**src/rtl/pwr_pkg.sv**
```systemverilog
package pwr_pkg;
  typedef enum logic [1:0] {
    M_RUN  = 2'd0,
    M_IDLE = 2'd1,
    M_STOP = 2'd2
  } mode_t;

  // register addresses
  localparam logic [1:0] A_PCON  = 2'd0;
  localparam logic [1:0] A_CKSEL = 2'd1;
  localparam logic [1:0] A_RCON  = 2'd2;
  localparam logic [1:0] A_STAT  = 2'd3;

  // power control bit positions
  localparam int B_IDLE = 0;
  localparam int B_STOP = 1;
endpackage

```
**src/rtl/pwr_regs.sv**
```systemverilog
module pwr_regs
  import pwr_pkg::*;
#(
  parameter int AW     = 2,
  parameter int DW     = 8,
  parameter int BUSY_W = 4,
  parameter int CD_W   = 2
) (
  input  logic              clk,
  input  logic              rst,
  input  logic              wr_en,
  input  logic [AW-1:0]     wr_addr,
  input  logic [DW-1:0]     wr_data,
  input  logic [AW-1:0]     rd_addr,
  output logic [DW-1:0]     rd_data,
  input  logic              run_i,
  input  logic              is_idle_i,
  input  logic              is_stop_i,
  input  logic              wake_clr_i,
  input  logic [BUSY_W-1:0] busy_i,
  output logic              idl_nx,
  output logic              stp_nx,
  output logic              bgs_nx,
  output logic              bgs_q
);
  localparam int PAD_STAT = DW - BUSY_W - 2;

  logic            idl_q, stp_q;
  logic [CD_W-1:0] cd_q, cd_nx;
  logic            wr_ok, busy_any;

  assign wr_ok    = wr_en & run_i;
  assign busy_any = |busy_i;

  always_comb begin
    idl_nx = idl_q;
    stp_nx = stp_q;
    cd_nx  = cd_q;
    bgs_nx = bgs_q;
    if (wake_clr_i) begin
      idl_nx = 1'b0;
      stp_nx = 1'b0;
    end else if (wr_ok && wr_addr == A_PCON) begin
      stp_nx = wr_data[B_STOP];
      idl_nx = wr_data[B_IDLE] & ~wr_data[B_STOP];
    end
    if (wr_ok && wr_addr == A_CKSEL && !busy_any)
      cd_nx = wr_data[CD_W-1:0];
    if (wr_ok && wr_addr == A_RCON)
      bgs_nx = wr_data[0];
  end

  always_ff @(posedge clk) begin
    if (rst) begin
      idl_q <= 1'b0;
      stp_q <= 1'b0;
      cd_q  <= '0;
      bgs_q <= 1'b0;
    end else begin
      idl_q <= idl_nx;
      stp_q <= stp_nx;
      cd_q  <= cd_nx;
      bgs_q <= bgs_nx;
    end
  end

  always_ff @(posedge clk) begin
    if (rst) begin
      rd_data <= '0;
    end else begin
      case (rd_addr)
        A_PCON:  rd_data <= {{(DW-2){1'b0}}, stp_q, idl_q};
        A_CKSEL: rd_data <= {{(DW-CD_W){1'b0}}, cd_q};
        A_RCON:  rd_data <= {{(DW-1){1'b0}}, bgs_q};
        default: rd_data <= {{PAD_STAT{1'b0}}, is_stop_i, is_idle_i, busy_i};
      endcase
    end
  end

  // divider select holds while a serial port is active
  a_r9_cd_locked: assert property (@(posedge clk) disable iff (rst)
    busy_any |=> $stable(cd_q));
  // wake clears both power bits
  a_r7_wake_clears: assert property (@(posedge clk) disable iff (rst)
    wake_clr_i |=> (!idl_q && !stp_q));
  // stop wins when both bits are written
  a_r3_stop_priority: assert property (@(posedge clk) disable iff (rst)
    (wr_ok && wr_addr == A_PCON && wr_data[B_STOP]) |=> (stp_q && !idl_q));
  // nothing changes through the bus while asleep
  a_r11_no_wr_asleep: assert property (@(posedge clk) disable iff (rst)
    (!run_i && !wake_clr_i) |=> ($stable(cd_q) && $stable(bgs_q)));
endmodule

```
**src/rtl/pwr_fsm.sv**
```systemverilog
module pwr_fsm
  import pwr_pkg::*;
#(
  parameter int N_EXT = 2,
  parameter int N_INT = 4
) (
  input  logic             clk,
  input  logic             rst,
  input  logic             insn_done_i,
  input  logic             idl_nx_i,
  input  logic             stp_nx_i,
  input  logic             bgs_i,
  input  logic [N_EXT-1:0] ext_irq_i,
  input  logic [N_INT-1:0] int_irq_i,
  input  logic             pf_i,
  output mode_t            mode_q,
  output mode_t            mode_nx,
  output logic             wake_clr_o
);
  logic ext_any, int_any, wake_idle, wake_stop;

  assign ext_any   = |ext_irq_i;
  assign int_any   = |int_irq_i;
  assign wake_idle = ext_any | int_any | pf_i;
  assign wake_stop = ext_any | (bgs_i & pf_i);

  always_comb begin
    mode_nx    = mode_q;
    wake_clr_o = 1'b0;
    case (mode_q)
      M_RUN: begin
        if (insn_done_i && stp_nx_i)      mode_nx = M_STOP;
        else if (insn_done_i && idl_nx_i) mode_nx = M_IDLE;
      end
      M_IDLE: begin
        if (wake_idle) begin
          mode_nx    = M_RUN;
          wake_clr_o = 1'b1;
        end
      end
      M_STOP: begin
        if (wake_stop) begin
          mode_nx    = M_RUN;
          wake_clr_o = 1'b1;
        end
      end
      default: mode_nx = M_RUN;
    endcase
  end

  always_ff @(posedge clk) begin
    if (rst) mode_q <= M_RUN;
    else     mode_q <= mode_nx;
  end

  // no entry without an instruction boundary
  a_r4_entry_on_boundary: assert property (@(posedge clk) disable iff (rst)
    (mode_q == M_RUN && !insn_done_i) |=> (mode_q == M_RUN));
  // stop ends only on external irq or held power-fail
  a_r6_stop_wake_src: assert property (@(posedge clk) disable iff (rst)
    (mode_q == M_STOP && !ext_any && !(bgs_i && pf_i)) |=> (mode_q == M_STOP));
  // idle ends on any source
  a_r5_idle_wake: assert property (@(posedge clk) disable iff (rst)
    (mode_q == M_IDLE && wake_idle) |=> (mode_q == M_RUN));
endmodule

```
**src/rtl/pwr_clkgate.sv**
```systemverilog
module pwr_clkgate
  import pwr_pkg::*;
(
  input  logic  clk,
  input  logic  rst,
  input  mode_t mode_nx_i,
  input  mode_t mode_q_i,
  input  logic  bgs_nx_i,
  input  logic  bgs_q_i,
  output logic  cpu_clk_en,
  output logic  per_clk_en,
  output logic  ref_en
);
  always_ff @(posedge clk) begin
    if (rst) begin
      cpu_clk_en <= 1'b1;
      per_clk_en <= 1'b1;
      ref_en     <= 1'b1;
    end else begin
      cpu_clk_en <= (mode_nx_i == M_RUN);
      per_clk_en <= (mode_nx_i != M_STOP);
      ref_en     <= (mode_nx_i != M_STOP) | bgs_nx_i;
    end
  end

  // reference enable tracks mode and hold bit
  a_r8_ref_outside_stop: assert property (@(posedge clk) disable iff (rst)
    (mode_q_i != M_STOP) |-> ref_en);
  a_r8_ref_off_in_stop: assert property (@(posedge clk) disable iff (rst)
    (mode_q_i == M_STOP && !bgs_q_i) |-> !ref_en);
  // peripheral clock only stops in Stop
  a_r2_per_clk_idle: assert property (@(posedge clk) disable iff (rst)
    (mode_q_i == M_IDLE) |-> (per_clk_en && !cpu_clk_en));
endmodule

```
**src/rtl/pwr_seq.sv**
```systemverilog
module pwr_seq
  import pwr_pkg::*;
#(
  parameter int AW     = 2,
  parameter int DW     = 8,
  parameter int N_EXT  = 2,
  parameter int N_INT  = 4,
  parameter int BUSY_W = 4,
  parameter int CD_W   = 2
) (
  input  logic              clk,
  input  logic              rst,
  input  logic              wr_en,
  input  logic [AW-1:0]     wr_addr,
  input  logic [DW-1:0]     wr_data,
  input  logic [AW-1:0]     rd_addr,
  output logic [DW-1:0]     rd_data,
  input  logic              insn_done,
  input  logic [N_EXT-1:0]  ext_irq,
  input  logic [N_INT-1:0]  int_irq,
  input  logic              pf_event,
  input  logic [BUSY_W-1:0] ser_busy,
  output logic              cpu_clk_en,
  output logic              per_clk_en,
  output logic              ref_en
);
  mode_t mode_q, mode_nx;
  logic  idl_nx, stp_nx, bgs_nx, bgs_q, wake_clr;

  pwr_regs #(.AW(AW), .DW(DW), .BUSY_W(BUSY_W), .CD_W(CD_W)) u_regs (
    .clk(clk), .rst(rst),
    .wr_en(wr_en), .wr_addr(wr_addr), .wr_data(wr_data),
    .rd_addr(rd_addr), .rd_data(rd_data),
    .run_i(mode_q == M_RUN),
    .is_idle_i(mode_q == M_IDLE),
    .is_stop_i(mode_q == M_STOP),
    .wake_clr_i(wake_clr), .busy_i(ser_busy),
    .idl_nx(idl_nx), .stp_nx(stp_nx), .bgs_nx(bgs_nx), .bgs_q(bgs_q)
  );

  pwr_fsm #(.N_EXT(N_EXT), .N_INT(N_INT)) u_fsm (
    .clk(clk), .rst(rst), .insn_done_i(insn_done),
    .idl_nx_i(idl_nx), .stp_nx_i(stp_nx), .bgs_i(bgs_q),
    .ext_irq_i(ext_irq), .int_irq_i(int_irq), .pf_i(pf_event),
    .mode_q(mode_q), .mode_nx(mode_nx), .wake_clr_o(wake_clr)
  );

  pwr_clkgate u_gate (
    .clk(clk), .rst(rst),
    .mode_nx_i(mode_nx), .mode_q_i(mode_q),
    .bgs_nx_i(bgs_nx), .bgs_q_i(bgs_q),
    .cpu_clk_en(cpu_clk_en), .per_clk_en(per_clk_en), .ref_en(ref_en)
  );
endmodule

```
**config.mk**
```make
export PLATFORM = sky130hd
export DESIGN_NAME = pwr_seq
export DESIGN_NICKNAME = d
export VERILOG_FILES = /design/src/rtl/pwr_pkg.sv /design/src/rtl/pwr_regs.sv /design/src/rtl/pwr_fsm.sv /design/src/rtl/pwr_clkgate.sv /design/src/rtl/pwr_seq.sv
export SDC_FILE = /design/constraint.sdc
export NUM_CORES = 1
export LEC_CHECK = 0
export ABC_AREA = 1
export BUFFER_PORTS_ARGS = -buffer_cell sky130_fd_sc_hd__buf_2
export CAP_MARGIN = 20
export CORE_ASPECT_RATIO = 1.2
export CORE_UTILIZATION = 44
export DETAILED_ROUTE_END_ITERATION = 10
export PLACE_DENSITY = 0.76
export SLEW_MARGIN = 5
export SYNTH_ARGS = -nofsm -noshare
export SYNTH_HDL_FRONTEND = slang
export SYNTH_SLANG_ARGS = --single-unit
```
**constraint.sdc**
```tcl
create_clock -name clk -period 1.9 [get_ports clk]
set_clock_uncertainty 0.2 [all_clocks]
set_input_delay 0.38 -clock clk [delete_from_list [all_inputs] [get_ports clk]]
set_output_delay 0.38 -clock clk [all_outputs]
set_load 0.005 [all_outputs]
```
Word-level counts from Yosys, hierarchy flattened
Cells that the tools add are included.

Add/sub/neg operators: 0. $mul: 0. Divide/modulo/power cells: 0. Magnitude comparators: 0. Eq/ne operators: 7. Shifts and indexed selects: 0. Mux-type cells: 14. Bitwise gates (word level): 8. Reduce and logical (&&, ||, !) cells: 14.

Operators with widths (number): 6-bit case mux with 3 select lines (1); 2-bit zero test (4); 2-bit 2-to-1 mux (4); 4-bit OR reduction (2); 1-bit 2-to-1 mux (7); 2-bit by 1-bit equality test with 1-bit output, second input constant (3); 2-bit equality test, second input constant (3); 1-bit logical AND (6); 2-bit case mux with 3 select lines (1); 1-bit OR (4); 1-bit AND (3); 2-bit inequality test, second input constant (1); 1-bit case mux with 2 select lines (1); 2-bit OR reduction (1); 1-bit zero test (1); 1-bit inverter (1).

Flip-flop bits (word level): 18. Latch bits: 0. RAM bits: 0. ROM bits: 0. Input port bits: 27. Output and inout port bits: 11. Logic and storage cells: 52. Memories: 0.

Longest topological paths before layout
Depth after elaboration: 12. Mapped depth: 14.

Modules after synthesis
Synthesis repeated with hierarchy kept, for this count alone.

Cell total of the unflattened synthesis: 141. Area, all modules: 909.6 µm².

Modules (own cells, without submodules): pwr_regs (instances 1, cells each 86, area each 555.5 µm², seq. area each 220.2 µm²); pwr_fsm (instances 1, cells each 40, area each 244.0 µm², seq. area each 40.0 µm²); pwr_clkgate (instances 1, cells each 10, area each 91.3 µm², seq. area each 60.1 µm²); pwr_seq (instances 1, cells each 5, area each 18.8 µm², seq. area each 0.0 µm²).

Least setup slack after synthesis
OpenSTA, ideal clock, no wires.

Path kind: register to register. Start point: register u_fsm.mode_q[0]. End point: register u_gate.ref_en. Library setup time: 0.129 ns. Data arrival time: 1.402 ns. Slack: 0.169 ns. Stages on the path, launching flop included: 15. Path buffers: 0. Period minus slack after synthesis: 1.731 ns. Path through: dfxtp_1 -> inv_1 -> ha_1 -> nand2_2 -> nor2_2 -> nand2_1 -> nand2_1 -> o21ai_1 -> inv_1 -> nand3_2 -> nand2_1 -> nand2_1 -> nand2_1 -> nand2_1 -> nand4_1.

Cells in the longest elaborated chain, start to end: 11.

Ends and longest elaborated chain: start, declared (RTL line pwr_fsm.sv:16) `output mode_t mode_q,`; start signal, assigned (RTL line pwr_fsm.sv:53) `else mode_q <= mode_nx;`; 2-bit zero test (RTL line pwr_fsm.sv:30, pwr_seq.sv:34); 1-bit AND (RTL line pwr_regs.sv:32) `assign wr_ok = wr_en & run_i;`; 1-bit logical AND (RTL line pwr_regs.sv:43) `end else if (wr_ok && wr_addr == A_PCON) begin`; 1-bit 2-to-1 mux (RTL line pwr_regs.sv:43); 1-bit 2-to-1 mux (RTL line pwr_regs.sv:40) `if (wake_clr_i) begin`; 1-bit logical AND (RTL line pwr_fsm.sv:33) `else if (insn_done_i && idl_nx_i) mode_nx = M_IDLE;`; 2-bit 2-to-1 mux (RTL line pwr_fsm.sv:33); 2-bit 2-to-1 mux (RTL line pwr_fsm.sv:32) `if (insn_done_i && stp_nx_i) mode_nx = M_STOP;`; 2-bit case mux with 3 select lines (RTL line pwr_fsm.sv:30) `case (mode_q)`; 2-bit inequality test (RTL line pwr_clkgate.sv:22) `ref_en <= (mode_nx_i != M_STOP) | bgs_nx_i;`; 1-bit OR (*) (RTL line pwr_clkgate.sv:22); end signal, assigned (RTL line pwr_clkgate.sv:22); end, declared (RTL line pwr_clkgate.sv:12) `output logic ref_en`.

Mark *: on every way between the ends. The rest lies on a longest branch, timed or not. A chain may end at the register's enable or synchronous reset.

Worst setup path after layout
Start point: register u_fsm.mode_q[0]. End point: register u_gate.per_clk_en.

Cells in the longest elaborated chain, start to end: 10.

Ends and longest elaborated chain: 2-bit zero test (RTL line pwr_fsm.sv:30, pwr_seq.sv:34); 1-bit AND (RTL line pwr_regs.sv:32); 1-bit logical AND (RTL line pwr_regs.sv:43); 1-bit 2-to-1 mux (RTL line pwr_regs.sv:43); 1-bit 2-to-1 mux (RTL line pwr_regs.sv:40); 1-bit logical AND (RTL line pwr_fsm.sv:33); 2-bit 2-to-1 mux (RTL line pwr_fsm.sv:33); 2-bit 2-to-1 mux (RTL line pwr_fsm.sv:32); 2-bit case mux with 3 select lines (*) (RTL line pwr_fsm.sv:30); 2-bit inequality test (*) (RTL line pwr_clkgate.sv:21) `per_clk_en <= (mode_nx_i != M_STOP);`; end signal, assigned (RTL line pwr_clkgate.sv:21); end, declared (RTL line pwr_clkgate.sv:11) `output logic per_clk_en,`.

Marked as above.

==> impl.org <==
** Floorplanning
- Number of top-level pins :: 38
- Overall die width :: 41.3 um
- Area of the core :: 1680 um^2
- The die is a little under 50 um tall.
- Die ar. :: 2030 um^2
- The initialized floorplan defines 16 standard-cell rows.
- The initial utilization of the core area, before any placement, comes to 0.485.

** Critical path
- For the worst setup path, the data arrival time is 1.74 ns.
- The most numerous cell type found on the critical path is nand2_1.
- Walking the worst path, the cells encountered are inv_2 > ha_4 > nand2_2 > nor2_2 > nand2_1 > nand2_1 > o21ai_1 > inv_1 > nand3_2 > nand2_1 > nand2_1 > nand2_1 > a21boi_2 > nand2_1.
- In this run the worst setup path begins at u_fsm.mode_q[0].
- Setup CP Type :: reg2reg
- Type of origin of the critical path :: register
- Crit. End Element :: register
- For this run, the slowest stage of the critical path takes around 0.34 ns.
- At the worst endpoint, the required time is between 1.5 and 2 ns.
- Maximum net fanout on the critical path :: 3
- Launch point of the worst reg-to-reg path :: u_fsm.mode_q[0]
- Among all stages on the critical path, the largest delay is contributed by dfxtp_2.

** Global routing
- Overall fraction of global-route tracks in use :: 0.200
- Vias in the first global route :: roughly 750
- Global-route met2 utilization :: 0.333
- The first global-routing pass estimated 2800 um of wire.
- For met3 alone, demand over resource in global routing was 0.0411.
- The layer flagged by global routing as most heavily used is met2.
- The number of antenna violations at the first check in global routing is 0.
- For met1 alone, demand over resource in global routing was 0.222.
- Entering global routing, the biggest net connects 9 pins.
- Summed over all layers, the global routing overflow is 0.

** Synthesis
- Netlist area before placement :: between 800 and 900 um^2
- In this run the mean area of a mapped cell was 7.16 um^2.
- Synth Flop Type :: dfxtp_1
- Count of yosys warnings during synthesis :: 0
- Yosys mapped a number of flops with a built-in enable equal to 0.
- In this run, synthesis produced a sequential element count of 16.
- Of all flip-flops after synthesis, the portion carrying an async set or reset was 0.
- The number of different library cells used by synthesis comes to 25.
- Sequential-to-total area share from yosys stat :: 0.393
- Mapped Cells :: about 110

** STA
- Final hold analysis gives a worst-case slack of 0.132 ns.
- Final hold violation count :: 0
- Fin. max-slew vios :: 0
- Endpoints failing setup :: 0
- Maximum operating frequency :: 569 MHz
- Portion of the clock cycle consumed by the worst path in the final layout :: 0.925
- Subtracting the final worst setup slack from the clock period gives around 1.8 ns.

** CTS
- For the worst-skew pair, the clock arrives at the later sink with an insertion delay of 0.29 ns.
- Number of buffers on the longest clock path :: 2
- TritonCTS built the clock tree.
- The tree is rooted in a clkbuf_4.
- For this design, the sink count on the clock tree is 16.
- Cts bufs inserted :: 3
- CTS built an H-tree with a depth of 1.
- Setup repair bufs after CTS :: 0
- Clock-pin slew was measured on the worst setup and hold paths at about 0.090 ns.

** Worst hold path
- The worst hold path belongs to the class in2reg.
- Min-Delay Startpoint :: ser_busy[2]

** Route
- Vias per cell :: between 5 and 6
- Once detail routing completed, the nets flagged for antenna violations numbered 0.
- Post-Route WL :: 1760 um
- DRT iter0 DRCs :: 22
- Via total after detailed routing :: approximately 840
- Dividing the detail-routed wire length by the instance count gives approximately 11 um.
- For this run, the detailed router's first-pass iteration total came to 4.
- After detailed routing, the number of remaining DRC violations is 0.

** Pwr
- The analysis attributes to cell leakage a power of 0.000558 uW.
- VDD IR max :: 0.000380 V
- Power density of the placed cells :: 640 nW/um^2

** Finish
- In the final layout, the share of cells above drive strength 1 is 0.369.
- Relative to the synthesized area, the layout overhead comes to 30.4%.
- After the flow finishes, the layout carries non-filler instances totaling 167.
- After filler insertion, the fill cell instance count of the layout stands at 159.
- The repair_antennas step left the layout with diodes totalling 0.
- Total Nets Final :: 182

** Outcome
- The run finished with clean final reports.

** Placement
- In this run, placement finished with an instance count of 164.
- The wire-length estimate of the detail-placed layout is 1410 um.
- RePlAce Congestion :: 0.833
- Port buffer count :: 29

** Job
- Across the run, the number of max-cap violations was 0.
repair_timing:
action | CTS | global route
endpoints found under the setup margin | 0 | 6
resized for setup | 0 | 10
hold buffers | 0 | 0
routing by layer:
metal | share of wire | vias up
met2 | 0.50 | 35
li1 | - | 429
met3 | 0.062 | 7
met4 | 0.032 | 0
met5 | 0 | -
met1 | 0.41 | 373
final cells by class:
class                           instances  area [um^2]  share of cell area
Timing Repair Buffer                   34          183               0.172
Multi-Input combinational cell         75          434               0.408
Clock buffer                            3         22.5              0.0212
Sequential cell                        16          323               0.304
Inverter                               21         78.8              0.0741
Tap cell                               18         22.5              0.0212
final timing paths:
path                  endpoint  slack [ns]  depth (start not counted)
max          u_gate.per_clk_en        0.14                         14
min reg2reg     u_regs.cd_q[0]        0.36                          2
min          u_regs.rd_data[2]        0.13                          3
max reg2reg  u_gate.per_clk_en        0.14                         14
flip-flops by register name, indices dropped and copies added, names as in the netlist:
register and cells:
u_regs.rd_data 6, u_fsm.mode_q 2, u_regs.cd_q 2, u_gate.cpu_clk_en 1, u_gate.per_clk_en 1, u_gate.ref_en 1
u_regs.bgs_q 1, u_regs.idl_q 1, u_regs.stp_q 1
Yosys cell counts (2+ instances only):
cell type / instances / share of area
nor2_1: 9 / 0.041
o21ai_1: 2 / 0.012
nand3_1: 7 / 0.043
dfxtp_1: 16 / 0.39
nand2_2: 3 / 0.023
a21oi_1: 3 / 0.018
buf_4: 2 / 0.018
ha_1: 4 / 0.061
nor3_2: 2 / 0.025
inv_1: 20 / 0.092
nor3_1: 4 / 0.025
nand2_1: 26 / 0.12
o21ai_0: 4 / 0.025
power breakdown:
part / switching (uW) / internal, uW
registers: 4.94 / 351
clock network: 103 / 73.7
logic: 83.1 / 65.0
total: 191 / 489
placed cells by master, fill, tap and decap left out, types with 2 or more instances in the layout:
cell and n:
clkbuf_4 3, buf_2 29, dfxtp_1 14, conb_1 2, inv_2 3, nand2_1 25
o21ai_1 2, nand3_2 2, a21oi_1 3, nor2_1 9, nor3_1 4, dfxtp_2 2
buf_4 5, o21ai_0 4, ha_1 3, nand3_1 6, inv_1 18, nand2_2 4
worst max-delay path: cells and delay by family, from the launching register on:
kind,cells,cell delay [ns]
buf+inv,2,0.12
flops,1,0.34
compound gates,2,0.23
fa+ha+maj,1,0.16
simple gates,9,0.61
metrics by stage:
step	utilization	setup TNS (ns)	total power, uW	worst slack [ns]	cell area (um^2)
after detailed placement	0.598	0	500	0.103	1010
after floorplan	-	0	441	0.169	820
after global routing	0.632	-0.0126	721	-0.00720	1060
after global placement	0.598	0	495	0.125	1010
final	0.632	0	681	0.142	1060
after CTS	0.612	0	673	0.0780	1030
cells by family (layout without fill, tap and decap cells):
kind of cell	count (synthesis)	in the layout	share of synthesized area
DFF	16	16	0.393
other	1	2	0.00460
AOI/OAI and AO/OA	14	14	0.110
and+or+nand+nor	55	55	0.311
buffers and inverters	24	58	0.120
adders and majority gates	4	4	0.0614
(Power assumes the default switching activity.)
